[config.mk]
export PLATFORM = sky130hd
export DESIGN_NAME = qread_lane_io
export DESIGN_NICKNAME = d
export VERILOG_FILES = /design/src/rtl/qread_pkg.sv /design/src/rtl/qread_sync.sv /design/src/rtl/qread_cmd_track.sv /design/src/rtl/qread_lane_shift.sv /design/src/rtl/qread_lane_io.sv
export SDC_FILE = /design/constraint.sdc
export NUM_CORES = 1
export LEC_CHECK = 0
export BUFFER_PORTS_ARGS = -buffer_cell sky130_fd_sc_hd__buf_2
export CAP_MARGIN = 5
export CORE_ASPECT_RATIO = 1.4
export CORE_MARGIN = 8
export CORE_UTILIZATION = 50
export CTS_BUF_LIST = sky130_fd_sc_hd__clkbuf_4
export CTS_CLUSTER_DIAMETER = 120
export DETAILED_ROUTE_END_ITERATION = 12
export GPL_TIMING_DRIVEN = 0
export PLACE_DENSITY = 0.7
export SETUP_SLACK_MARGIN = 0.02
export SYNTH_ARGS = -nofsm -noshare
export SYNTH_HDL_FRONTEND = slang
export SYNTH_SLANG_ARGS = --single-unit
[constraint.sdc]
create_clock -name clk -period 2.8 [get_ports clk]
set_input_delay 0.84 -clock clk [delete_from_list [all_inputs] [get_ports clk]]
set_output_delay 0.84 -clock clk [all_outputs]
set_load 0.01 [all_outputs]
[src/rtl/qread_pkg.sv]
package qread_pkg;

  typedef enum logic [1:0] {
    LM_NONE = 2'd0,
    LM_DUAL = 2'd1,
    LM_QUAD = 2'd2
  } lane_mode_t;

  typedef struct packed {
    lane_mode_t data_mode;
    logic [2:0] addr_lanes;
  } cmd_info_t;

  // Command code to lane plan; four-lane codes need the enable bit.
  function automatic cmd_info_t decode_cmd(input logic [7:0] op, input logic qe);
    cmd_info_t ci;
    ci.data_mode  = LM_NONE;
    ci.addr_lanes = 3'd1;
    case (op)
      8'h3B: ci.data_mode = LM_DUAL;
      8'hBB: begin
        ci.data_mode  = LM_DUAL;
        ci.addr_lanes = 3'd2;
      end
      8'h6B: if (qe) ci.data_mode = LM_QUAD;
      8'hEB, 8'hE7, 8'hE3: if (qe) begin
        ci.data_mode  = LM_QUAD;
        ci.addr_lanes = 3'd4;
      end
      default: ci.data_mode = LM_NONE;
    endcase
    return ci;
  endfunction

  // Lane value for group grp of a byte, high bits first.
  function automatic logic [3:0] lane_slice(input logic [7:0] b, input logic [1:0] grp,
                                            input lane_mode_t m);
    logic [7:0] sh;
    logic [3:0] res;
    res = 4'b0000;
    if (m == LM_QUAD) begin
      sh  = b << {grp, 2'b00};
      res = sh[7:4];
    end else if (m == LM_DUAL) begin
      sh  = b << {grp, 1'b0};
      res = {2'b00, sh[7:6]};
    end
    return res;
  endfunction

  function automatic logic [3:0] oe_mask(input lane_mode_t m);
    return (m == LM_QUAD) ? 4'b1111 : (m == LM_DUAL) ? 4'b0011 : 4'b0000;
  endfunction

  function automatic logic [1:0] last_group(input lane_mode_t m);
    return (m == LM_QUAD) ? 2'd1 : 2'd3;
  endfunction

endpackage

[src/rtl/qread_sync.sv]
module qread_sync #(
  parameter int W = 1,
  parameter int STAGES = 2,
  parameter logic [W-1:0] RST_VAL = '0
) (
  input  logic         clk,
  input  logic         rst,
  input  logic [W-1:0] d,
  output logic [W-1:0] q
);
  logic [W-1:0] chain [STAGES];

  generate
    for (genvar s = 0; s < STAGES; s++) begin : g_stage
      if (s == 0) begin : g_first
        always_ff @(posedge clk) begin
          if (rst) chain[0] <= RST_VAL;
          else     chain[0] <= d;
        end
      end else begin : g_next
        always_ff @(posedge clk) begin
          if (rst) chain[s] <= RST_VAL;
          else     chain[s] <= chain[s-1];
        end
      end
    end
  endgenerate

  assign q = chain[STAGES-1];
endmodule

[src/rtl/qread_cmd_track.sv]
module qread_cmd_track
  import qread_pkg::*;
#(
  parameter int ADDR_BITS = 24,
  parameter int DUMMY_CYC = 8
) (
  input  logic                 clk,
  input  logic                 rst,
  input  logic                 cs_s,
  input  logic                 rise,
  input  logic [3:0]           lanes,
  input  logic                 quad_en,
  output lane_mode_t           mode,
  output logic                 data_phase,
  output logic                 start,
  output logic [ADDR_BITS-1:0] start_addr
);
  localparam int CNT_W = $clog2(ADDR_BITS + DUMMY_CYC + 1);

  typedef enum logic [2:0] {PH_OPC, PH_ADDR, PH_DUMMY, PH_DATA, PH_SKIP} phase_t;

  phase_t               phase;
  logic [CNT_W-1:0]     cnt;
  logic [7:0]           opc_sh;
  logic [ADDR_BITS-1:0] addr_sh;
  logic [2:0]           addr_lanes;
  logic [CNT_W-1:0]     addr_last;
  logic [ADDR_BITS-1:0] addr_next;
  logic [7:0]           opc_next;
  cmd_info_t            info;

  assign opc_next = {opc_sh[6:0], lanes[0]};
  assign info     = decode_cmd(opc_next, quad_en);

  always_comb begin
    case (addr_lanes)
      3'd2:    addr_last = CNT_W'(ADDR_BITS / 2 - 1);
      3'd4:    addr_last = CNT_W'(ADDR_BITS / 4 - 1);
      default: addr_last = CNT_W'(ADDR_BITS - 1);
    endcase
    case (addr_lanes)
      3'd2:    addr_next = {addr_sh[ADDR_BITS-3:0], lanes[1:0]};
      3'd4:    addr_next = {addr_sh[ADDR_BITS-5:0], lanes[3:0]};
      default: addr_next = {addr_sh[ADDR_BITS-2:0], lanes[0]};
    endcase
  end

  always_ff @(posedge clk) begin
    if (rst || cs_s) begin
      phase      <= PH_OPC;
      cnt        <= '0;
      opc_sh     <= '0;
      addr_sh    <= '0;
      addr_lanes <= 3'd1;
      mode       <= LM_NONE;
      start      <= 1'b0;
      start_addr <= '0;
    end else begin
      start <= 1'b0;
      if (rise) begin
        case (phase)
          PH_OPC: begin
            opc_sh <= opc_next;
            if (cnt == CNT_W'(7)) begin
              cnt        <= '0;
              mode       <= info.data_mode;
              addr_lanes <= info.addr_lanes;
              phase      <= (info.data_mode == LM_NONE) ? PH_SKIP : PH_ADDR;
            end else begin
              cnt <= cnt + 1'b1;
            end
          end
          PH_ADDR: begin
            addr_sh <= addr_next;
            if (cnt == addr_last) begin
              cnt        <= '0;
              phase      <= PH_DUMMY;
              start      <= 1'b1;
              start_addr <= addr_next;
            end else begin
              cnt <= cnt + 1'b1;
            end
          end
          PH_DUMMY: begin
            if (cnt == CNT_W'(DUMMY_CYC - 1)) begin
              cnt   <= '0;
              phase <= PH_DATA;
            end else begin
              cnt <= cnt + 1'b1;
            end
          end
          default: phase <= phase;
        endcase
      end
    end
  end

  assign data_phase = (phase == PH_DATA);

  // a command can only leave the opcode phase towards an address
  // phase with a lane mode picked, or be skipped without one.
  p_addr_has_mode_r1: assert property (@(posedge clk) disable iff (rst)
    (phase == PH_ADDR) |-> (mode != LM_NONE));
endmodule

[src/rtl/qread_lane_shift.sv]
module qread_lane_shift
  import qread_pkg::*;
#(
  parameter int ADDR_BITS = 24
) (
  input  logic                 clk,
  input  logic                 rst,
  input  logic                 cs_s,
  input  logic                 fall,
  input  logic                 data_phase,
  input  lane_mode_t           mode,
  input  logic                 start,
  input  logic [ADDR_BITS-1:0] start_addr,
  input  logic [7:0]           rd_data,
  output logic                 rd_req,
  output logic [ADDR_BITS-1:0] rd_addr,
  output logic [3:0]           pin_out,
  output logic [3:0]           pin_oe
);
  logic [1:0] grp;
  logic [7:0] cur_byte;
  logic [7:0] next_byte;
  logic       req_d;
  logic [7:0] src;

  assign src = (grp == 2'd0) ? next_byte : cur_byte;

  always_ff @(posedge clk) begin
    if (rst || cs_s) begin
      grp     <= 2'd0;
      rd_req  <= 1'b0;
      req_d   <= 1'b0;
      pin_out <= 4'b0000;
      pin_oe  <= 4'b0000;
      if (rst) begin
        rd_addr   <= '0;
        cur_byte  <= '0;
        next_byte <= '0;
      end
    end else begin
      rd_req <= 1'b0;
      req_d  <= rd_req;
      if (req_d) next_byte <= rd_data;
      if (start) begin
        rd_addr <= start_addr;
        rd_req  <= 1'b1;
      end
      if (fall && data_phase) begin
        if (grp == 2'd0) begin
          cur_byte <= next_byte;
          rd_addr  <= rd_addr + 1'b1;
          rd_req   <= 1'b1;
        end
        pin_out <= lane_slice(src, grp, mode);
        pin_oe  <= oe_mask(mode);
        grp     <= (grp == last_group(mode)) ? 2'd0 : grp + 2'd1;
      end
    end
  end

  // only the two lane patterns may ever be enabled.
  p_oe_legal_r4: assert property (@(posedge clk) disable iff (rst)
    (pin_oe == 4'b0000) || (pin_oe == 4'b0011) || (pin_oe == 4'b1111));

  // a deselected bus is released on the next cycle.
  p_release_r8: assert property (@(posedge clk) disable iff (rst)
    cs_s |=> (pin_oe == 4'b0000));

  // each byte fetch is a single-cycle request.
  p_req_pulse_r7: assert property (@(posedge clk) disable iff (rst)
    rd_req |=> !rd_req);
endmodule

[src/rtl/qread_lane_io.sv]
module qread_lane_io
  import qread_pkg::*;
#(
  parameter int ADDR_BITS   = 24,
  parameter int DUMMY_CYC   = 8,
  parameter int SYNC_STAGES = 2
) (
  input  logic                 clk,
  input  logic                 rst,
  input  logic                 quad_en,
  input  logic                 spi_sck,
  input  logic                 spi_cs_n,
  input  logic [3:0]           pin_in,
  output logic [3:0]           pin_out,
  output logic [3:0]           pin_oe,
  output logic                 wp_n_eff,
  output logic                 hold_n_eff,
  output logic                 rd_req,
  output logic [ADDR_BITS-1:0] rd_addr,
  input  logic [7:0]           rd_data
);
  localparam int SW = 6;

  logic [SW-1:0]        raw_bus;
  logic [SW-1:0]        syn_bus;
  logic                 sck_s, cs_s, sck_prev, rise, fall;
  logic [3:0]           pins_s;
  lane_mode_t           mode;
  logic                 data_phase, start;
  logic [ADDR_BITS-1:0] start_addr;

  assign raw_bus = {spi_cs_n, spi_sck, pin_in};

  qread_sync #(.W(SW), .STAGES(SYNC_STAGES), .RST_VAL(6'b10_0000)) u_sync (
    .clk(clk), .rst(rst), .d(raw_bus), .q(syn_bus)
  );

  assign cs_s   = syn_bus[5];
  assign sck_s  = syn_bus[4];
  assign pins_s = syn_bus[3:0];

  always_ff @(posedge clk) begin
    if (rst) begin
      sck_prev   <= 1'b0;
      wp_n_eff   <= 1'b1;
      hold_n_eff <= 1'b1;
    end else begin
      sck_prev   <= sck_s;
      wp_n_eff   <= quad_en ? 1'b1 : pins_s[2];
      hold_n_eff <= quad_en ? 1'b1 : pins_s[3];
    end
  end

  assign rise = sck_s & ~sck_prev;
  assign fall = ~sck_s & sck_prev;

  qread_cmd_track #(.ADDR_BITS(ADDR_BITS), .DUMMY_CYC(DUMMY_CYC)) u_track (
    .clk(clk), .rst(rst), .cs_s(cs_s), .rise(rise), .lanes(pins_s),
    .quad_en(quad_en), .mode(mode), .data_phase(data_phase),
    .start(start), .start_addr(start_addr)
  );

  qread_lane_shift #(.ADDR_BITS(ADDR_BITS)) u_shift (
    .clk(clk), .rst(rst), .cs_s(cs_s), .fall(fall), .data_phase(data_phase),
    .mode(mode), .start(start), .start_addr(start_addr), .rd_data(rd_data),
    .rd_req(rd_req), .rd_addr(rd_addr), .pin_out(pin_out), .pin_oe(pin_oe)
  );

  // with no lane mode in force, the pins stay undriven.
  p_blocked_r2: assert property (@(posedge clk) disable iff (rst)
    (mode == LM_NONE) |=> (pin_oe == 4'b0000));

  // while four lanes are enabled the repurposed pins read as inactive.
  p_wp_hold_off_r9: assert property (@(posedge clk) disable iff (rst)
    $past(quad_en) |-> (wp_n_eff && hold_n_eff));
endmodule

==> impl_metrics.toml <==
[layout]
final_util_pct = 57.2
areaGrowthSynthToFinish_pct = 12.1
nets = 741
layout-drive-gt1-share_pct = 17.2
fillers = 1126

[setup_path]
end_kind = "flop"
worstSetupStartpointType = "primary input"
path_cells = "buf_2, clkbuf_1, clkbuf_1, nand2b_1"
critPathMaxStageDelay_ps = 1020
required_ps = 2950
crit_top_cell = "clkbuf_1"
cp.arrival_ps = 2760
critPathKind = "in -> reg"
crit_fanout = 24
worst_path_max_delay_cell = "nand2b_1"

[floorplanning]
die-area_sq_um = 16400
start_util_pct = 51.0
fp.dieW_microns = 111
die_height_microns = 148
core_area_sq_um = 12300
io_pins = 52
rows = 48

[route]
drc = 0
drt_iter0_drc = 389
ant_nets = 0
via_per_inst = 5.96
routed-via-count = 5263
wl_per_cell_microns = 17.9
drt_pass1_iterations = 5
wl_mm = 15.8

[clock_tree]
cts_max_level = 4
clk_pin_slew_worst_paths_ps = 110
cts-root-buf = "clkbuf_4"
cts-resized-gates = 0
postCtsSetupRepairBufs = 0
cts_made_buffers = 17
cts_tree = "done"
clkSinkCount = 134
cts_max_path_buffers = 2
clk_latency_ps = 530
cts_hold_buf = 0

[sta]
rsz0062_at_grt = "no"
post-route-min-period_ps = 2610
finalHoldViolCount = 0
setup_viol = 0
fin_skew_ps = 21.0
fin_setup_tns_ps = 0
relSlewSlack_pct = 16.9
tightest_slew_ps = 1250
fmax_mhz = 383
drv_slew = 0
fin_crit_sh_pct = 93.2

[min_path]
min_path_type = "reg -> reg"

[placement]
io_buffer_count = 51
gp_congestion = 0.923
dpl.hpwl_mm = 11.8

[grt]
grt_pass1_vias = 5358
grt_overflow = 0
grt_start_max_net_pins = 25
grt_pass1_wl_mm = 25.6
antenna_found_initial = 1
grt_use_total_pct = 19.0

[logic_synthesis]
syn_nets = 671
synth_edf_count = 40
synth.cell_area_sq_um = 6250
synth_ff_type = "dfxtp_1"
syn_avg_cell_area_sq_um = 9.63
synth_cell_types = 63
seq_area_frac_synth_pct = 49.3
synth_top_cell_area_share_pct = 30.1
syn_inst = 649
synthTopCellsByArea = "dfxtp_1 (30%), edfxtp_1 (19%), nor2_1 (5.4%), a21oi_1 (4.3%), a211oi_1 (3.6%)"
synth_area_leader_cell = "dfxtp_1"
ys_warn_count = 0
ys_async_sr_fraction_pct = 0
ys_seq_elements = 134

[power]
ir_drop_mv = 0.299
p_leak_uw = 0.00251
p_per_area_nw_per_um2 = 514

[run_status]
outcome = "complete, no violations"

[flow_run]
max_cap_violations = 0
[critical path: cells and delay by family]
kind | cells | cell delay (ps)
buffers and inverters | 3 | 880
AND/OR/NAND/NOR | 1 | 1020
[stage by stage]
stage	area, sq um	hold WS, ps	std cells	power, uW	setup WS (ps)
6_report	7010	416	883	3600	190
5_1_grt	7010	440	883	3750	90.0
4_1_cts	7000	419	882	3630	186
3_5_place_dp	6700	394	850	2250	-377
3_3_place_gp	6700	394	850	2240	-311
2_1_floorplan	6250	389	649	2180	383
[final timing paths]
kind                           start             endpoint  slack, ps  cells after the start
setup / recovery                 rst  u_shift.rd_addr[21]        190                      4
hold reg to reg   u_sync.chain[0][5]   u_sync.chain[1][5]        420                      1
setup reg to reg      u_shift.grp[0]  u_shift.rd_addr[11]        310                      9
hold / removal    u_sync.chain[0][5]   u_sync.chain[1][5]        420                      1
[state kept, by name (all words and copies together) (netlist names), 3 cells and up]
signal              flops
u_shift.rd_addr        24
u_track.start_addr     24
u_track.addr_sh        23
u_sync.chain           12
u_shift.cur_byte        8
u_shift.next_byte       8
u_track.opc_sh          7
u_track.cnt             6
u_shift.pin_out         4
u_track.addr_lanes      3
u_track.phase           3
[kinds of logic (layout without fill, tap and decap cells)]
| kind of cell | Yosys count | in the layout | synth area share, % |
|---|---|---|---|
| adders and majority gates | 5 | 5 | 1.00 |
| AOI/OAI and AO/OA | 189 | 189 | 21.9 |
| DFF | 134 | 134 | 49.3 |
| muxes | 25 | 25 | 4.12 |
| xor gates and xnor gates | 11 | 11 | 1.54 |
| buffers and inverters | 57 | 140 | 3.92 |
| other | 0 | 1 | 0 |
| and+or+nand+nor | 228 | 228 | 18.3 |
[layout by cell type (no fill, tap or decap), drive strengths merged, types with 3 or more instances in the layout]
master and n:
a211oi 48, a21o 3, a21oi 54, a22o 19
a22oi 4, a31oi 7, a32oi 4, and2 10
and3 5, and4 3, buf 69, bufinv 4
clkbuf 47, clkinv 8, dfxtp 94, edfxtp 40
ha 5, inv 11, mux2 6, mux2i 19
nand2 36, nand2b 7, nand3 22, nand4 5
nor2 90, nor2b 14, nor3 11, nor3b 4
nor4 4, o211a 4, o21ai 27, o221a 4
or2 4, or3 4, xor2 9
[area by class of cell]
class                      count  area (sq um)  share of cell area [%]
timing repair buffer          51           255                    3.64
inverter                      12          45.0                   0.643
buffer                        45           200                    2.86
multi-input combinational    458          2920                    41.7
clock buffer                  20           150                    2.14
tap                          150           188                    2.68
antenna                        1          2.50                  0.0357
sequential                   134          3080                    44.0
clock inverter                12           159                    2.27
[report_power, final]
group | total (uW) | leakage [uW] | internal (uW) | switching [uW]
registers | 2070 | 0.00118 | 2030 | 32.6
logic | 135 | 0.00116 | 51.2 | 84.0
clock network | 1400 | 0.000169 | 724 | 672
[synthesized netlist by cell type, types with 3 or more instances]
cell type,count
buf_1,5
a31oi_1,7
and4_1,3
nand2b_1,7
o221a_1,3
nor3_1,9
a21o_1,3
nand2_1,36
a32oi_1,4
a22o_1,19
a211oi_1,30
or2_2,3
mux2i_1,19
nor2b_1,14
inv_1,11
nand3_1,22
nand4_1,5
a211oi_2,18
and2_1,10
xor2_1,9
buf_4,6
mux2_2,6
a22oi_1,4
dfxtp_1,94
and3_1,5
nor4_1,4
edfxtp_1,40
o21ai_1,6
buf_2,7
o21ai_0,21
or3_1,4
a21oi_1,54
ha_1,5
nor2_1,90
o211a_1,4
clkbuf_1,27
[per-layer routing]
layer,track usage [%],vias to the layer above,wire (microns),share of wire [%]
li1,-,2520,-,-
met1,20.0,2532,6100,39
met2,34.8,173,8400,53
met3,3.63,38,772,4.9
met4,10.0,0,532,3.4
met5,0,-,0,0
No activity file was read; power rests on OpenSTA's default activity.
